$ cat src/rtl/tws_pkg.sv
package tws_pkg;
   typedef enum logic [2:0] {
      TWS_IDLE,
      TWS_ADDR,
      TWS_AACK,
      TWS_WBYTE,
      TWS_WACK,
      TWS_RBYTE,
      TWS_RACK
   } tws_state_e;
endpackage

$ cat src/rtl/tws_sync.sv
module tws_sync #(
   parameter int STAGES = 2
) (
   input  logic clk,
   input  logic rst_n,
   input  logic d,
   output logic q
);
   logic [STAGES-1:0] pipe;

   always_ff @(posedge clk or negedge rst_n) begin
      if (!rst_n) pipe <= '1;
      else        pipe <= {pipe[STAGES-2:0], d};
   end

   assign q = pipe[STAGES-1];
endmodule

$ cat src/rtl/tws_line_events.sv
module tws_line_events (
   input  logic clk,
   input  logic rst_n,
   input  logic scl_s,
   input  logic sda_s,
   output logic scl_rise,
   output logic scl_fall,
   output logic start_det,
   output logic stop_det
);
   logic scl_q, sda_q;

   always_ff @(posedge clk or negedge rst_n) begin
      if (!rst_n) begin
         scl_q <= 1'b1;
         sda_q <= 1'b1;
      end else begin
         scl_q <= scl_s;
         sda_q <= sda_s;
      end
   end

   assign scl_rise  = scl_s & ~scl_q;
   assign scl_fall  = ~scl_s & scl_q;
   assign start_det = scl_s & scl_q & sda_q & ~sda_s;
   assign stop_det  = scl_s & scl_q & ~sda_q & sda_s;
endmodule

$ cat src/rtl/tws_byte_sel.sv
module tws_byte_sel #(
   parameter int NUM_BYTES = 16,
   parameter int PTR_W     = 5
) (
   input  logic [NUM_BYTES*8-1:0] bytes,
   input  logic [PTR_W-1:0]       idx,
   output logic [7:0]             q
);
   always_comb begin
      q = 8'hFF;
      for (int i = 0; i < NUM_BYTES; i++) begin
         if (idx == PTR_W'(i)) q = bytes[i*8 +: 8];
      end
   end
endmodule

$ cat src/rtl/tws_engine.sv
module tws_engine
   import tws_pkg::*;
#(
   parameter logic [6:0] ADDR_BASE = 7'h10,
   parameter int         NUM_BYTES = 16,
   parameter int         PTR_W     = 5
) (
   input  logic             clk,
   input  logic             rst_n,
   input  logic             cs_sel,
   input  logic             sda_s,
   input  logic             scl_rise,
   input  logic             scl_fall,
   input  logic             start_det,
   input  logic             stop_det,
   input  logic [7:0]       rd_byte,
   output logic [PTR_W-1:0] rd_ptr,
   output logic             sda_pull,
   output logic [7:0]       ctrl_reg,
   output logic             bus_busy
);
   localparam logic [PTR_W-1:0] PTR_LIMIT = PTR_W'(NUM_BYTES);

   tws_state_e state;
   logic [7:0] sreg;
   logic [3:0] bitcnt;
   logic       is_read;
   logic       master_ack;

   always_ff @(posedge clk or negedge rst_n) begin
      if (!rst_n) begin
         state      <= TWS_IDLE;
         sreg       <= '0;
         bitcnt     <= '0;
         is_read    <= 1'b0;
         master_ack <= 1'b0;
         rd_ptr     <= '0;
         sda_pull   <= 1'b0;
         ctrl_reg   <= '0;
         bus_busy   <= 1'b0;
      end else if (start_det) begin
         state    <= TWS_ADDR;
         bitcnt   <= '0;
         rd_ptr   <= '0;
         bus_busy <= 1'b0;
         sda_pull <= 1'b0;
      end else if (stop_det) begin
         state    <= TWS_IDLE;
         bus_busy <= 1'b0;
         sda_pull <= 1'b0;
      end else begin
         unique case (state)
            TWS_ADDR: begin
               if (scl_rise) begin
                  sreg   <= {sreg[6:0], sda_s};
                  bitcnt <= bitcnt + 4'd1;
               end else if (scl_fall && bitcnt == 4'd8) begin
                  if (sreg[7:1] == (ADDR_BASE | {6'd0, cs_sel})) begin
                     sda_pull <= 1'b1;
                     is_read  <= sreg[0];
                     bus_busy <= 1'b1;
                     state    <= TWS_AACK;
                  end else begin
                     state <= TWS_IDLE;
                  end
               end
            end
            TWS_AACK: begin
               if (scl_fall) begin
                  bitcnt <= '0;
                  if (is_read) begin
                     sreg     <= rd_byte;
                     sda_pull <= ~rd_byte[7];
                     state    <= TWS_RBYTE;
                  end else begin
                     sda_pull <= 1'b0;
                     state    <= TWS_WBYTE;
                  end
               end
            end
            TWS_WBYTE: begin
               if (scl_rise && bitcnt != 4'd8) begin
                  sreg   <= {sreg[6:0], sda_s};
                  bitcnt <= bitcnt + 4'd1;
               end else if (scl_fall && bitcnt == 4'd8) begin
                  sda_pull <= 1'b1;
                  ctrl_reg <= sreg;
                  state    <= TWS_WACK;
               end
            end
            TWS_WACK: begin
               if (scl_fall) begin
                  sda_pull <= 1'b0;
                  state    <= TWS_IDLE;
               end
            end
            TWS_RBYTE: begin
               if (scl_fall) begin
                  bitcnt <= bitcnt + 4'd1;
                  if (bitcnt == 4'd7) begin
                     sda_pull <= 1'b0;
                     state    <= TWS_RACK;
                  end else begin
                     sreg     <= {sreg[6:0], 1'b0};
                     sda_pull <= ~sreg[6];
                  end
               end
            end
            TWS_RACK: begin
               if (scl_rise) begin
                  master_ack <= ~sda_s;
                  if (!sda_s && rd_ptr != PTR_LIMIT) rd_ptr <= rd_ptr + 1'b1;
               end else if (scl_fall) begin
                  if (master_ack) begin
                     bitcnt   <= '0;
                     sreg     <= rd_byte;
                     sda_pull <= ~rd_byte[7];
                     state    <= TWS_RBYTE;
                  end else begin
                     state <= TWS_IDLE;
                  end
               end
            end
            default: ;
         endcase
      end
   end
endmodule

$ cat src/rtl/ctl_twowire_slave.sv
module ctl_twowire_slave #(
   parameter logic [6:0] ADDR_BASE   = 7'h10,
   parameter int         NUM_BYTES   = 16,
   parameter int         SYNC_STAGES = 2
) (
   input  logic                   clk,
   input  logic                   rst_n,
   input  logic                   cs_sel,
   input  logic                   scl_in,
   input  logic                   sda_in,
   output logic                   sda_pull,
   input  logic [NUM_BYTES*8-1:0] xfer_bytes,
   output logic [7:0]             ctrl_reg,
   output logic                   bus_busy
);
   localparam int PTR_W = $clog2(NUM_BYTES + 1);

   if (NUM_BYTES < 1 || NUM_BYTES > 255) begin : g_bad_depth
      $error("NUM_BYTES must lie in 1..255");
   end
   if (SYNC_STAGES < 2) begin : g_bad_sync
      $error("SYNC_STAGES must be at least 2");
   end
   if (ADDR_BASE[0] != 1'b0) begin : g_bad_addr
      $error("ADDR_BASE bit 0 is reserved for cs_sel");
   end

   logic scl_s, sda_s;
   logic scl_rise, scl_fall, start_det, stop_det;
   logic [PTR_W-1:0] rd_ptr;
   logic [7:0]       rd_byte;

   tws_sync #(.STAGES(SYNC_STAGES)) u_sync_scl (
      .clk(clk), .rst_n(rst_n), .d(scl_in), .q(scl_s));
   tws_sync #(.STAGES(SYNC_STAGES)) u_sync_sda (
      .clk(clk), .rst_n(rst_n), .d(sda_in), .q(sda_s));

   tws_line_events u_events (
      .clk(clk), .rst_n(rst_n), .scl_s(scl_s), .sda_s(sda_s),
      .scl_rise(scl_rise), .scl_fall(scl_fall),
      .start_det(start_det), .stop_det(stop_det));

   tws_byte_sel #(.NUM_BYTES(NUM_BYTES), .PTR_W(PTR_W)) u_sel (
      .bytes(xfer_bytes), .idx(rd_ptr), .q(rd_byte));

   tws_engine #(.ADDR_BASE(ADDR_BASE), .NUM_BYTES(NUM_BYTES), .PTR_W(PTR_W)) u_engine (
      .clk(clk), .rst_n(rst_n), .cs_sel(cs_sel), .sda_s(sda_s),
      .scl_rise(scl_rise), .scl_fall(scl_fall),
      .start_det(start_det), .stop_det(stop_det),
      .rd_byte(rd_byte), .rd_ptr(rd_ptr), .sda_pull(sda_pull),
      .ctrl_reg(ctrl_reg), .bus_busy(bus_busy));
endmodule

$ cat config.mk
export PLATFORM = sky130hd
export DESIGN_NAME = ctl_twowire_slave
export DESIGN_NICKNAME = d
export VERILOG_FILES = /design/src/rtl/tws_pkg.sv /design/src/rtl/tws_sync.sv /design/src/rtl/tws_line_events.sv /design/src/rtl/tws_byte_sel.sv /design/src/rtl/tws_engine.sv /design/src/rtl/ctl_twowire_slave.sv
export SDC_FILE = /design/constraint.sdc
export NUM_CORES = 1
export LEC_CHECK = 0
export ABC_AREA = 1
export BUFFER_PORTS_ARGS = -buffer_cell sky130_fd_sc_hd__buf_2
export CORE_MARGIN = 10
export CORE_UTILIZATION = 50
export CTS_BUF_LIST = sky130_fd_sc_hd__clkbuf_8
export DETAILED_ROUTE_END_ITERATION = 16
export HOLD_SLACK_MARGIN = 0.02
export PLACE_DENSITY_LB_ADDON = 0.2
export SLEW_MARGIN = 10
export SYNTH_ARGS = -nofsm -noshare
export SYNTH_HDL_FRONTEND = slang
export SYNTH_SLANG_ARGS = --single-unit
$ cat constraint.sdc
create_clock -name clk -period 4.4 [get_ports clk]
set_clock_uncertainty 0.2 [all_clocks]
set_input_delay 0.66 -clock clk [delete_from_list [all_inputs] [get_ports clk]]
set_output_delay 0.66 -clock clk [all_outputs]
set_load 0.02 [all_outputs]
==> results of run 1 <==
cell usage after synthesis (all sizes together):
master,number,area (um^2)
nand3b,2,15.0
a211oi,2,15.0
nor3,10,50.1
nand3,50,250
o311ai,2,17.5
o31ai,1,7.51
nor3b,2,15.0
o21bai,2,15.0
dfstp,6,158
a31oi,1,6.26
dfrtp,32,801
a21oi,22,114
nand2,177,677
o22ai,1,6.26
a21boi,1,7.51
o211ai,5,37.5
buf,6,51.3
nor4,1,6.26
clkinv,2,7.51
o221ai,1,8.76
nor2,62,290
o21ai,54,270
or2,33,206
o211a,1,10.0
inv,110,413
mux2,2,22.5
ha,7,87.6
nand4,6,37.5
clkbuf,4,15.0
routing by layer:
layer | vias up | track usage [%] | routed length, um
li1 | 2176 | - | -
met1 | 1894 | 25.4 | 5150
met2 | 132 | 36.6 | 5840
met3 | 11 | 3.26 | 599
met4 | 0 | 3.04 | 93
met5 | - | 0 | 0
cell families after synthesis:
logic type	Yosys count	share of synthesized area [%]
AOI/OAI and AO/OA	93	14.2
adders and majority gates	7	2.42
muxes	2	0.622
buffers and inverters	122	13.5
and+or+nand+nor	343	42.8
DFF	38	26.5
worst register-to-register path: stages (launching register included):
cell and delay [ns]:
dfrtp_1 0.39, inv_1 0.10, nor2_1 0.08, inv_1 0.48, nor2_1 0.12, inv_1 0.12, nor2_1 0.06, a211oi_1 0.21
nand2_1 0.10, inv_1 0.13, nand4_1 0.37, inv_1 0.35, nor2_1 0.07, a21oi_1 0.12
cell type report:
class	count	area, um^2	share of cell area (%)
multi-input combinational	445	2170	48.4
tap	96	120	2.67
clock inverter	3	41.3	0.919
timing repair buffer	142	711	15.8
sequential	38	958	21.3
clock buffer	5	68.8	1.53
inverter	112	420	9.36
power breakdown:
| part | total [W] | leakage (nW) | switching [W] | internal, W |
|---|---|---|---|---|
| sequential | 0.000470 | 0.474 | 0.0000522 | 0.000417 |
| clock | 0.000291 | 0.0556 | 0.000124 | 0.000167 |
| combinational | 0.000469 | 1.94 | 0.000291 | 0.000178 |
stage by stage:
stage | instances | total power (W) | hold slack, ns | utilization [%]
2_1_floorplan | 605 | 0.000776 | 0.145 | -
3_3_place_gp | 833 | 0.000931 | 0.147 | 63.5
3_5_place_dp | 833 | 0.000937 | 0.148 | 63.5
4_1_cts | 841 | 0.00123 | 0.159 | 65.1
5_1_grt | 841 | 0.00133 | 0.164 | 65.1
6_report | 841 | 0.00123 | 0.157 | 65.1
worst min path at each step:
stage,start,endpoint,slack [ns],cells after the start
2_1_floorplan,u_sync_scl.pipe[0],u_sync_scl.pipe[1],0.15,0
3_3_place_gp,u_sync_sda.pipe[0],u_sync_sda.pipe[1],0.15,0
3_5_place_dp,u_sync_scl.pipe[0],u_sync_scl.pipe[1],0.15,0
4_1_cts,u_sync_scl.pipe[0],u_sync_scl.pipe[1],0.16,0
5_1_grt,u_sync_scl.pipe[0],u_sync_scl.pipe[1],0.16,0
6_report,u_sync_scl.pipe[0],u_sync_scl.pipe[1],0.16,0
cells in the final DEF (no fill, tap or decap), types with 11 or more instances in the layout:
cell	instances
a21oi_1	21
buf_2	142
dfrtp_1	32
inv_1	100
inv_2	11
nand2_1	174
nand3_1	50
nor2_1	53
o21ai_0	47
or2_2	26
==> results.cfg, run 1 <==
[route]
antenna_left = 0
drc = 0
dr.first_iter.drc_count = 203
via_per_inst = 5.01
wl_um = 11700
first_pass_iters = 5
num_vias = 4213
wl_per_cell_um = 13.9

[power]
vdd_ir_drop_max_mv = 0.280
leakagePower_nw = 2.47
p_per_area_mw_per_mm2 = 274

[clock_tree]
cts_max_path_buffers = 2
numCtsBuffers = 5
cts_sinks = 38
cts_root_buffer = clkbuf_8
post_cts_buffers = 0
postCtsHoldBufs = 0
post_cts_resized = 0
clkTransAtPathRegs_ns = 0.07
cts_tree = done
htree_num_levels = 2
clkLatencyLatePin_ns = 0.29

[die]
core_area_mm2 = 0.00691
die_w_um = 105
start_util_pct = 52.4
io_pins = 143
die-area_mm2 = 0.0110
fp.dieH_um = 105
num_rows = 30

[final_layout]
fin_nets = 884
syn_to_final_growth_pct = 24.2
diodes = 0
nFillCells = 701
drive_above_1_share_pct = 27.8
finalInstanceArea_mm2 = 0.00449

[placed_design]
place_worst_setup_slack_ns = 1.50
placed_area_mm2 = 0.00438
hpwl_um = 9780
routabilityCongestion = 0.905
portBuffers = 142

[worst_setup_path]
end_kind = flop
required_ns = 4.41
path_max_fanout = 21
crit_family = buffers and inverters
crit_type = reg -> reg
critPathBufInv = 5
crit_start = u_engine.state[1]
r2r-start = u_engine.state[1]
crit_top_cell = inv_1
setup.worst_path.end = u_engine.sreg[4]
reg2reg_depth = 13
slowest_stage = inv_1
cp_slowest_stage_delay_ns = 0.48
crit_arrival_ns = 2.98
worstSetupStartpointType = flop
reg2reg_slack_ns = 1.44
r2r_end = u_engine.sreg[4]
worstSetupPathDepth = 13
crit_chain = inv_1 -> nor2_1 -> inv_1 -> nor2_1 -> inv_1 -> nor2_1 -> a211oi_1 -> nand2_1 -> inv_1 -> nand4_1 -> inv_1 -> nor2_1 -> a21oi_1

[outcome]
status = finished clean

[min_path]
hold_path_class = reg -> reg

[synthesis]
syn_inst = 605
yosysWarnings = 0
yosysSeqAreaShare_pct = 26.5
ys_ff_latch = 38
synth_area_per_cell_um2 = 5.98
syn_area_mm2 = 0.00362
yosysUniqueCellTypes = 41
syn_nets = 745

[timing]
final_max_slew_viol_count = 0
rsz0062_at_grt = no
period_share_pct = 67.3
worstMarginPinSlew_ns = 0.921
setup_violations = 0
tns_ns = 0
hold_violations = 0
relSlewSlack_pct = 37.6
fmax_ghz = 0.338
fin_ws_ns = 1.44
layout_min_cycle_time_ns = 2.96

[grt]
grt_overflow_total = 0
grt_pass1_wl_um = 19200
grt_pass1_vias = 4120
track_usage_pct = 20.4
grt_max_degree = 39
antenna_found_initial = 0

[run]
drv_cap = 0
(Power assumes the default switching activity.)
==> run 2: changes to the inputs <==
--- a/config.mk
+++ b/config.mk
@@ -8,7 +8,7 @@
 export ABC_AREA = 1
 export BUFFER_PORTS_ARGS = -buffer_cell sky130_fd_sc_hd__buf_2
 export CORE_MARGIN = 10
-export CORE_UTILIZATION = 50
+export CORE_UTILIZATION = 46
 export CTS_BUF_LIST = sky130_fd_sc_hd__clkbuf_8
 export DETAILED_ROUTE_END_ITERATION = 16
 export HOLD_SLACK_MARGIN = 0.02
==> constraint.sdc (replaced) <==
create_clock -name clk -period 2.4 [get_ports clk]
set_clock_uncertainty 0.2 [all_clocks]
set_input_delay 0.36 -clock clk [delete_from_list [all_inputs] [get_ports clk]]
set_output_delay 0.36 -clock clk [all_outputs]
set_load 0.02 [all_outputs]
==> results.cfg, run 2 (same netlist as run 1, synthesis figures left out) <==
[power]
power_switching_w = 0.000903
internal-power_w = 0.00159
p_per_area_mw_per_mm2 = 478
vdd_ir_drop_max_mv = 0.437
switching_share_pct = 36.2
p_clk_share_pct = 27.2
leakagePower_nw = 2.83
p_comb_share_pct = 38.1
power.total_w = 0.00249
pwr-share-seq_pct = 34.7

[worst_setup_path]
path_max_fanout = 5
setup.worst_path.end = u_engine.sreg[2]
crit_top_cell = nand2_1
worstSetupStartpointType = flop
critPathBufInv = 2
r2r-start = u_engine.rd_ptr[1]
worstSetupPathDepth = 22
cp_slowest_stage_delay_ns = 0.41
crit_chain = inv_2 -> ha_4 -> inv_2 -> nor2_4 -> nand2_2 -> or2_1 -> nand3_2 -> nand3_1 -> nand2_1 -> nor2_1 -> o21bai_1 -> nand2_1 -> nand2_1 -> nand3_2 -> nand3_2 -> nand2_1 -> nand2_1 -> nand2_1 -> nand2_1 -> nand2_1 -> nand2_1 -> a21oi_1
crit_type = reg -> reg
r2r_end = u_engine.sreg[2]
slowest_stage = dfrtp_1
reg2reg_depth = 22
end_kind = flop
required_ns = 2.38
crit_arrival_ns = 2.55
crit_family = simple AND/OR/NAND/NOR gates
reg2reg_slack_ns = -0.17
crit_start = u_engine.rd_ptr[1]

[timing]
fin_ws_ns = -0.172
layout_min_cycle_time_ns = 2.57
tns_ns = -0.805
relSlewSlack_pct = 43.9
period_share_pct = 107
setup_violations = 9
hold_violations = 0
fmax_ghz = 0.389
rsz0062_at_grt = yes
holdWs_ns = 0.158
worstMarginPinSlew_ns = 0.841
final_max_slew_viol_count = 0

[route]
antenna_left = 0
wl_um = 12600
first_pass_iters = 4
wl_per_cell_um = 13.9
num_vias = 4510
via_per_inst = 4.99
dr.first_iter.drc_count = 235
drc = 0

[final_layout]
diodes = 0
syn_to_final_growth_pct = 44.1
final_common_cell = nand2_1
final_util_pct = 67.8
fin_nets = 941
drive_above_1_share_pct = 38.8
final_cell_mix = 164 x nand2_1, 142 x buf_2, 91 x inv_1

[clock_tree]
clkTransAtPathRegs_ns = 0.08
cts_tree = done
cts_sinks = 38
cts_root_buffer = clkbuf_8
htree_num_levels = 2
numCtsBuffers = 5
clkLatencyLatePin_ns = 0.29
cts_max_path_buffers = 2

[outcome]
violations = setup timing
status = finished, violations left

[die]
fp.dieH_um = 109
io_pins = 143
start_util_pct = 47.1
num_rows = 32
die-area_mm2 = 0.0118
core_area_mm2 = 0.00769
die_w_um = 109

[min_path]
hold_path_class = reg -> reg
hold_start = u_sync_scl.pipe[0]

[grt]
grt_overflow_total = 0
grt_pass1_wl_um = 19600
track_usage_pct = 19.7
grt_max_degree = 39
antenna_found_initial = 0
grt_pass1_vias = 4361

[placed_design]
routabilityCongestion = 0.930
hpwl_um = 10200
portBuffers = 142

[run]
drv_cap = 0
## run 2: worst min-delay path by stage
stage	end	slack (ns)	cells after the start
after detailed placement	u_sync_sda.pipe[1]	0.15	0
final	u_sync_scl.pipe[1]	0.16	0
after global routing	u_sync_scl.pipe[1]	0.16	0
after CTS	u_sync_sda.pipe[1]	0.16	0
after floorplan	u_engine.bitcnt[0]	-0.14	0
after global placement	u_sync_scl.pipe[1]	0.15	0
## run 2: cell type report
class / instances / area (um^2)
multi-input cells: 445 / 2370
clock buffers: 6 / 82.6
inverters: 112 / 434
clock inverters: 2 / 60.1
fillers: 711 / 2470
flip-flops and latches: 38 / 960
repair inverters: 1 / 5.00
repair buffers: 198 / 1170
well taps: 102 / 128
## run 2: per-stage QoR
step | instance area (um^2) | setup WS, ns | std cells
2_1_floorplan | 3620 | 0.0355 | 605
3_3_place_gp | 4720 | -0.205 | 881
3_5_place_dp | 4720 | -0.269 | 881
4_1_cts | 5020 | -0.142 | 900
5_1_grt | 5210 | -0.409 | 904
6_report | 5210 | -0.172 | 904
## run 2: metal layers
| layer | wire (um) | GRT usage [%] | share of wire, % |
|---|---|---|---|
| met5 | 0 | 0 | 0 |
| met4 | 340 | 6.97 | 2.7 |
| met3 | 1050 | 4.54 | 8.3 |
| met2 | 6150 | 34.3 | 49 |
| met1 | 5060 | 23.4 | 40 |
## run 2: worst register-to-register path, cell delays in order, from the launching register on
cell and delay, ns:
dfrtp_1 0.41, inv_2 0.12, ha_4 0.15, inv_2 0.05, nor2_4 0.11, nand2_2 0.08, or2_1 0.24, nand3_2 0.06
nand3_1 0.06, nand2_1 0.08, nor2_1 0.04, o21bai_1 0.16, nand2_1 0.08, nand2_1 0.08, nand3_2 0.07, nand3_2 0.08
nand2_1 0.05, nand2_1 0.05, nand2_1 0.04, nand2_1 0.07, nand2_1 0.05, nand2_1 0.06, a21oi_1 0.07
## run 2: power by group through the flow
stage               clock (W)  sequential (W)  combinational [W]
global route         0.000714        0.000879            0.00108
finish               0.000679        0.000863           0.000949
floorplan                   0        0.000856           0.000566
CTS                  0.000690        0.000860           0.000914
global placement            0        0.000866           0.000869
detailed placement          0        0.000870           0.000893
## run 2: what timing repair did
action | CTS | global route
pin swaps | 12 | 31
hold buffers | 3 | 0
cloned | 0 | 1
buffers inserted | 8 | 3
setup endpoints to repair | 9 | 12
gates resized for setup | 27 | 42
hold endpoints to repair | 34 | 0
